## src/rtl/seg_timestamp_counter.sv

```systemverilog
`timescale 1ns/1ps
module seg_timestamp_counter #(
  parameter int WIDTH = 42,
  parameter int SEGS  = 3,
  parameter int DIV   = 5
) (
  input  logic             clk,
  input  logic             rst_n,
  input  logic             en,
  input  logic             load,
  input  logic [WIDTH-1:0] load_val,
  output logic [WIDTH-1:0] count_o,
  output logic             wrap_o
);
  localparam int SEG_W = WIDTH / SEGS;
  localparam int TOP   = SEGS - 1;
  localparam int PW    = (DIV > 0) ? $clog2(DIV + 1) : 1;

  logic [PW-1:0]    pre;
  logic             tick;
  logic [SEGS-1:0]  ld_q;
  logic [WIDTH-1:0] lv_q [SEGS-1];
  logic [SEG_W-1:0] seg [SEGS];
  logic [SEGS-1:1]  cy_q;
  logic             wrap_q;

  assign tick   = en && (pre == PW'(DIV));
  assign wrap_o = wrap_q;

  always_ff @(posedge clk or negedge rst_n)
    if (!rst_n) pre <= '0;
    else        pre <= (pre == PW'(DIV)) ? '0 : pre + 1'b1;

  always_ff @(posedge clk or negedge rst_n)
    if (!rst_n) begin
      ld_q <= '0;
      for (int i = 0; i < SEGS - 1; i++) lv_q[i] <= '0;
    end else begin
      ld_q    <= {ld_q[SEGS-2:0], load};
      lv_q[0] <= load_val;
      for (int i = 1; i < SEGS - 1; i++) lv_q[i] <= lv_q[i-1];
    end

  for (genvar k = 0; k < SEGS; k++) begin : g_seg
    logic             inc, ld;
    logic [SEG_W-1:0] ldv;

    if (k == 0) begin : g_lo
      assign inc = tick;
      assign ld  = load;
      assign ldv = load_val[SEG_W-1:0];
    end else begin : g_hi
      assign inc = cy_q[k];
      assign ld  = ld_q[k-1];
      assign ldv = lv_q[k-1][k*SEG_W +: SEG_W];
    end

    always_ff @(posedge clk or negedge rst_n)
      if (!rst_n)   seg[k] <= '0;
      else if (ld)  seg[k] <= ldv;
      else if (inc) seg[k] <= seg[k] + 1'b1;

    if (k < TOP) begin : g_cy
      always_ff @(posedge clk or negedge rst_n)
        if (!rst_n) cy_q[k+1] <= 1'b0;
        else        cy_q[k+1] <= !ld && inc && (&seg[k]);
    end else begin : g_wrap
      always_ff @(posedge clk or negedge rst_n)
        if (!rst_n) wrap_q <= 1'b0;
        else        wrap_q <= !ld && inc && (&seg[k]);
    end

    localparam int D = TOP - k;
    if (D == 0) begin : g_nodly
      assign count_o[k*SEG_W +: SEG_W] = seg[k];
    end else begin : g_dly
      logic [SEG_W-1:0] dl [D];
      always_ff @(posedge clk or negedge rst_n)
        if (!rst_n) begin
          for (int j = 0; j < D; j++) dl[j] <= '0;
        end else begin
          dl[0] <= seg[k];
          for (int j = 1; j < D; j++) dl[j] <= dl[j-1];
        end
      assign count_o[k*SEG_W +: SEG_W] = dl[D-1];
    end
  end

  assert_step_on_tick_R2: assert property (@(posedge clk) disable iff (!rst_n)
    en && (pre == PW'(DIV)) && !load |=> seg[0] == $past(seg[0]) + 1'b1);

  assert_hold_when_disabled_R3: assert property (@(posedge clk) disable iff (!rst_n)
    !en && !load |=> $stable(seg[0]));

  assert_coherent_step_R4: assert property (@(posedge clk) disable iff (!rst_n)
    !ld_q[TOP] |-> (count_o == $past(count_o)) || (count_o == $past(count_o) + 1'b1));

  assert_load_takes_R5: assert property (@(posedge clk) disable iff (!rst_n)
    load |=> seg[0] == $past(load_val[SEG_W-1:0]));

  assert_wrap_shows_zero_R6: assert property (@(posedge clk) disable iff (!rst_n)
    wrap_o |-> count_o == '0);

  assert_wrap_single_R6: assert property (@(posedge clk) disable iff (!rst_n)
    wrap_o |=> !wrap_o);
endmodule

```

## config.mk

```make
export PLATFORM = sky130hd
export DESIGN_NAME = seg_timestamp_counter
export DESIGN_NICKNAME = d
export VERILOG_FILES = /design/src/rtl/seg_timestamp_counter.sv
export SDC_FILE = /design/constraint.sdc
export NUM_CORES = 1
export LEC_CHECK = 0
export BUFFER_PORTS_ARGS = -buffer_cell sky130_fd_sc_hd__buf_2
export CAP_MARGIN = 20
export CORE_ASPECT_RATIO = 0.7
export CORE_MARGIN = 2
export CORE_UTILIZATION = 48
export CTS_CLUSTER_DIAMETER = 40
export DETAILED_ROUTE_END_ITERATION = 8
export PLACE_DENSITY_LB_ADDON = 0.05
export SLEW_MARGIN = 25
export SYNTH_ARGS = -nofsm -noshare
export SYNTH_HDL_FRONTEND = slang
export SYNTH_SLANG_ARGS = --single-unit
```

## constraint.sdc

```tcl
create_clock -name clk -period 2.5 [get_ports clk]
set_clock_uncertainty 0.2 [all_clocks]
set_input_delay 0.125 -clock clk [delete_from_list [all_inputs] [get_ports clk]]
set_output_delay 0.125 -clock clk [all_outputs]
set_load 0.05 [all_outputs]
```

# Word-level counts from Yosys, hierarchy flattened
# Cells that the tools add are included.
# totals
in_bits	46
word_cells	41
ff_bits	176
# op_classes
add_sub_neg	4
reduce_logical	16
n_mux	7
eq_ne	1
# ops
cell	n
2-to-1 mux 14 bit	6
adder 14 x 1 -> 14 bit, second input constant	3
AND reduction 14 bit	3
logical AND 1 bit	7
nonzero test 2 bit	3
adder 3 x 1 -> 3 bit, second input constant	1
== test 3 bit, second input constant	1
zero test 1 bit	3
2-to-1 mux 3 bit	1

# Depth between registers and ports, before layout
# Gate-level depths: netlist of run 1.
# logic_depth
ltp_word	4
mapped_depth	6
mapped_depth_nobuf	5

# Worst setup path after synthesis of run 1
# No wires, ideal clock.
# synth_path
kind	flip-flop to flip-flop
start	reg seg (netlist bit count_o[34])
end	reg seg (netlist bit count_o[41])
path_buffers	0
period_less_slack_ns	1.734
slack_ns	0.766
setup_ns	0.087
arrival_ns	1.447
path_stages_with_launch	5
path_cell_list	dfrtp_1 nand3_2 or3_4 or4_1 o211ai_1
# synth_via
elab_chain_len	3
# synth_lines
item	line	source
from (decl)	23	logic [SEG_W-1:0] seg [SEGS];
from (signal, indexed assignment)	60	else if (ld) seg[k] <= ldv;
from (signal, indexed assignment)	61	else if (inc) seg[k] <= seg[k] + 1'b1;
adder 14 x 1 -> 14 bit	61	
2-to-1 mux 14 bit	61	
2-to-1 mux 14 bit	60	
# Every way passes these cells. The select of a mux whose other input is x is not followed.
# A chain may end at the register's enable or synchronous reset.

# Worst setup path in the final report of run 1
# layout_path
start	reg seg[30] (netlist bit)
end	reg seg[41] (netlist bit)
# The elaborated chain is that of the path after synthesis.

==> results of run 1 <==
[kinds of logic (layout without fill, tap and decap cells)]
family | after synthesis | in the layout | share of synthesized area
flip-flops | 134 | 134 | 0.6840
buffers and inverters | 47 | 181 | 0.05947
adder cells (fa/ha/maj) | 3 | 3 | 0.007658
AND/OR/NAND/NOR | 122 | 122 | 0.1297
multiplexers | 4 | 4 | 0.008168
AO/OA/AOI/OAI | 44 | 44 | 0.04850
XOR/XNOR | 35 | 35 | 0.06253
[cell usage after synthesis, drive strengths merged, types with 2 or more instances]
cell type  number
nor2b           2
nor4           11
or4             2
clkbuf         10
or3             3
nand4          12
xnor2          22
nor3            7
and3            3
mux2i           4
nand2          53
xor2           13
nor2            5
ha              3
or2b            2
dfrtp         134
inv             6
and4            3
nand3          14
o21ai          39
nor3b           2
buf            31
[critical path: stages (launching register included)]
cell,delay [ns]
dfrtp_1,0.44
nand4_1,0.34
or3_1,0.47
a211o_1,0.30
[cell usage in the layout, fill, tap and decap left out, types with 3 or more instances in the layout]
cell type	Yosys	final
nor3_1	7	7
dfrtp_1	134	134
nand4_1	11	11
nor4_1	11	11
xor2_1	13	13
clkinv_2	0	3
clkbuf_1	10	4
xnor2_1	22	22
ha_1	3	3
nand3_1	13	13
and3_1	3	3
buf_4	28	4
bufinv_16	0	5
buf_2	2	87
dlygate4sd3_1	0	50
nor2_1	5	5
nand2_1	53	53
and4_1	3	3
clkbuf_16	0	17
mux2i_1	4	4
o21ai_0	39	39
inv_1	6	6
[power by group]
| group | total [mW] | internal, mW | leakage [nW] | switching, mW |
|---|---|---|---|---|
| Clock | 2.69 | 1.82 | 0.311 | 0.869 |
| Sequential | 2.44 | 2.33 | 1.61 | 0.112 |
| Combinational | 0.567 | 0.190 | 0.981 | 0.378 |
[path summary, 6_finish.rpt]
path / start / to / slack, ns / depth (start not counted)
worst max-delay path: seg[30] / seg[41] / 0.64 / 3
worst min-delay path: rst_n / seg[17] / 0.08 / 2
worst max register to register: seg[30] / seg[41] / 0.64 / 3
worst min register to register: lv_q[71] / g_seg[2].ldv[1] / 0.15 / 0
max in group asynchronous: rst_n / g_seg[2].ldv[11] / 1.33 / 3
min in group clk: en / g_seg[1].inc / 0.10 / 4
[metrics by stage]
stage               cell area [um^2]  power (mW)
finish                          6431       5.696
global route                    6431       5.908
CTS                             6431       5.750
detailed placement              5290       2.988
global placement                5290       2.981
floorplan                       4902       2.851
[final cells by class]
| cell class | instances | area (um^2) |
|---|---|---|
| timing repair buffer | 143 | 997.2 |
| tap | 128 | 160.2 |
| clock buffer | 23 | 467.9 |
| fill | 749 | 3366 |
| multi-input combinational | 208 | 1257 |
| clock inverter | 9 | 172.7 |
| sequential | 134 | 3353 |
| inverter | 6 | 22.52 |
[metal layers]
metal,vias up,global-route usage,wire (um)
met4,0,0.07967,172
met5,-,0,0
met1,1534,0.2429,4447
met2,68,0.2707,4122
li1,1534,-,-
met3,16,0.04897,360
[state kept, by name, summed over array words and instances, names as in the netlist]
name            flops
count_o            28
g_seg.g_dly.dl     28
g_seg.inc           2
g_seg.ldv          28
ld_q                2
lv_q               14
pre                 3
seg                28
wrap_o              1
[timing repair]
item                      in CTS  in global routing
resized for setup              0                  0
hold buffers                  50                  0
hold endpoints to repair     112                  0
==> qor.yml, run 1 <==
status: "complete, no violations"
final.min_clock_period_ns: 1.860
grt_pass1_vias: 3089
place_congestion: 0.7754
initial_utilization: 0.5004
hold_ws_ns: 0.08466
clk_latency_ns: 0.40
cts_setup_buffers: 0
wl_per_cell_um: 13.98
grt_pass1_wl_mm: 15.04
hold_class: "in2async"
ys_seq_elements: 134
p_per_area_mw_per_mm2: 885.7
drive_above_1_share: 0.2409
synthCells: 389
ys.flop_type: "dfrtp_1"
cts_buffers: 17
async_flop_share: 1.000
synth_edf_count: 0
core_area_mm2: 0.009797
hold_violations: 0
final_util: 0.6565
yosysTopAreaCellShare: 0.6840
setup-violations-final: 0
cts.clk_slew.worst_paths_ns: 0.05
maxCapViolations: 0
ys_types: 35
wirelength_mm: 9.102
viasPerCell: 4.842
required_ns: 2.59
flow.area_growth_from_synthesis_pct: 31.19
synth_nets: 438
grt.total_usage: 0.1774
dieArea_mm2: 0.01105
yosysTopAreaCell: "dfrtp_1"
grt_max_degree: 73
dr.pass1.iters: 4
fin_ws_ns: 0.6404
io_pins: 89
placed_cells_incl_taps: 569
vdd_drop_max_uv: 507.1
avgSynthCellArea_um2: 12.60
critPathMaxFanout: 8
ant_nets: 0
cts_tree: "done"
slew_violations: 0
instances_no_fill: 651
antenna_found_initial: 0
fmax_mhz: 537.7
num_rows: 30
worstSetupPathType: "reg2reg"
syn_area_mm2: 0.004902
min_period_over_period: 0.7439
grt_setup_unrepaired: "no"
die_y_um: 88.55
first_iter_violations: 175
nNetsFinal: 559
seq_area_frac_synth: 0.6840
synth_area_leaders: "dfrtp_1 (68%), buf_4 (4.3%), nand2_1 (4.1%)"
critPathCaptureType: "flop"
p_leak_nw: 2.903
ys_warn_count: 0
insertedDiodeCount: 0
slew_headroom: 0.5672
drc: 0
cts_root_buf: "clkbuf_16"
hpwl_mm: 5.592
cts.path.max_buffers: 2
dieWidth_um: 124.8
numPortBuffers: 88
cts.sinks: 134
arrival_ns: 1.95
start_kind: "flop"
grt_remaining_overflow: 0
setup_tns_ns: 0
cts_max_level: 4
place_ws_ns: 0.6893
vias: 3152
tightest_slew_ns: 0.6492
Note: power is estimated with default switching activity, not from simulation.
==> run 2: changes to the inputs <==
clock period = 1.7 ns   (was 2.5 ns; I/O delays follow)
==> qor.yml, run 2 (same netlist as run 1, synthesis figures left out) <==
stdcell_area_mm2: 0.006825  # +6.1%
initial_utilization: 0.5004  # unchanged
insertedDiodeCount: 0  # unchanged
setup-violations-final: 0  # unchanged
ant_nets: 0  # unchanged
grt_remaining_overflow: 0  # unchanged
cts_max_level: 4  # unchanged
dieWidth_um: 124.8  # unchanged
p_leak_nw: 3.138  # +8.1%
cts_root_buf: "clkbuf_16"
critPathCaptureType: "flop"
viasPerCell: 4.774  # -1.4%
maxCapViolations: 0  # unchanged
slew_violations: 0  # unchanged
nNetsFinal: 600  # +7.3%
hold_violations: 0  # unchanged
first_iter_violations: 207  # +18%
drive_above_1_share: 0.3286  # +0.08768
hold_class: "in2async"
antenna_found_initial: 0  # unchanged
multi_input_area_mm2: 0.001361  # +8.3%
worstPathCellList: "and3_4 > or2b_1 > or4_1 > o211ai_1"
drc: 0  # unchanged
die_y_um: 88.55  # unchanged
status: "complete, no violations"
r2r-start: "count_o[29]"
min_period_over_period: 0.9938  # +0.2499
dr.pass1.iters: 6  # +2
ff_latch_area_mm2: 0.003356  # about the same
place_area_mm2: 0.005602  # +5.9%
worstSetupPathType: "reg2reg"
flow.area_growth_from_synthesis_pct: 39.23
cts.sinks: 134  # unchanged
arrival_ns: 1.80  # -0.15 ns
grt_setup_unrepaired: "yes"
power_mw: 8.307  # +46%
final.min_clock_period_ns: 1.689  # -0.1702 ns
hpwl_mm: 6.377  # +14%
critPathMaxFanout: 5  # -3
cts.path.max_buffers: 2  # unchanged
dieArea_mm2: 0.01105  # unchanged
grt_pass1_vias: 3196  # +3.5%
numPortBuffers: 88  # unchanged
mostFrequentLayoutCells: "dfrtp_1 (132), buf_2 (87), nand2_1 (51)"
io_pins: 89  # unchanged
critical_path.top_delay_family: "simple AND/OR/NAND/NOR gates"
vias: 3299  # +4.7%
p_per_area_mw_per_mm2: 1217  # +37%
core_area_mm2: 0.009797  # unchanged
cts_tree: "done"
cts_buffers: 17  # unchanged
clk_latency_ns: 0.41  # about the same
grt_pass1_wl_mm: 15.74  # +4.7%
critPathBufInv: 0  # unchanged
slew_headroom: 0.6473  # +0.08005
final_common_cell: "dfrtp_1"
grt_max_degree: 56  # -23%
wirelength_mm: 9.939  # +9.2%
vdd_drop_max_uv: 676.4  # +33%
critPathMaxStageDelay_ns: 0.46  # about the same
grt.total_usage: 0.1861  # +0.008657
fmax_mhz: 591.9  # +10%
cts.clk_slew.worst_paths_ns: 0.06  # about the same
worst-r2r-setup-slack_ns: 0.01  # -0.63 ns
wl_per_cell_um: 14.38  # +2.9%
slowest_stage: "or4_1"
required_ns: 1.81  # -0.78 ns
start_kind: "flop"
place_congestion: 0.8133  # +4.9%
final_util: 0.6967  # +0.04023
num_rows: 30  # unchanged
critPathLaunch: "count_o[29]"
tightest_slew_ns: 0.5291  # -0.1201 ns
fillerInstances: 707  # -5.6%
==> run 2: what timing repair did <==
| action | in CTS | in global routing |
|---|---|---|
| hold buffers | 48 | 1 |
| resized for setup | 0 | 21 |
| endpoints found under the hold margin | 177 | 1 |
| setup endpoints to repair | 0 | 16 |
| setup buffers | 0 | 4 |
==> run 2: through the flow <==
stage	cells	setup WS [ns]	hold slack, ns	setup TNS (ns)
2_1_floorplan	389	0.002812	-0.4106	0
3_3_place_gp	606	0.06747	-0.1147	0
3_5_place_dp	606	0.02165	-0.1137	0
4_1_cts	685	0.01074	0.003352	0
5_1_grt	691	-0.06240	0.04941	-0.06451
6_report	691	0.01061	0.0006735	0
==> run 2: per-layer routing <==
metal | GRT usage | vias to the layer above | part of all wire
met5 | 0 | - | 0
met2 | 0.2891 | 87 | 0.47
met4 | 0.06027 | 0 | 0.0079
li1 | - | 1621 | -
met3 | 0.06651 | 9 | 0.057
met1 | 0.2494 | 1582 | 0.47
==> run 2: layout make-up <==
type	count	share of cell area
clock buffers	22	0.06654
clock inverters	9	0.02218
inverters	6	0.003300
multi-input cells	209	0.1995
flip-flops and latches	134	0.4917
well taps	128	0.02346
repair buffers	183	0.1934
==> run 2: worst register-to-register path, cell delays in order, from the launching register on <==
cell and delay, ns:
dfrtp_1 0.40, and3_4 0.20, or2b_1 0.23, or4_1 0.46, o211ai_1 0.10
==> run 2: final timing paths <==
check	to	depth (start not counted)
min in group clk	g_seg[1].ldv[7]	2
worst min register to register	g_seg[2].ldv[9]	0
worst max register to register	count_o[41]	4
max in group asynchronous	count_o[28]	3
worst max-delay path	count_o[41]	4
worst min-delay path	g_seg[1].g_dly.dl[2]	2
==> run 2: power by group <==
| group | switching, mW | internal (mW) |
|---|---|---|
| registers | 0.121 | 3.43 |
| clock network | 1.28 | 2.48 |
| logic | 0.637 | 0.366 |
| total | 2.04 | 6.27 |
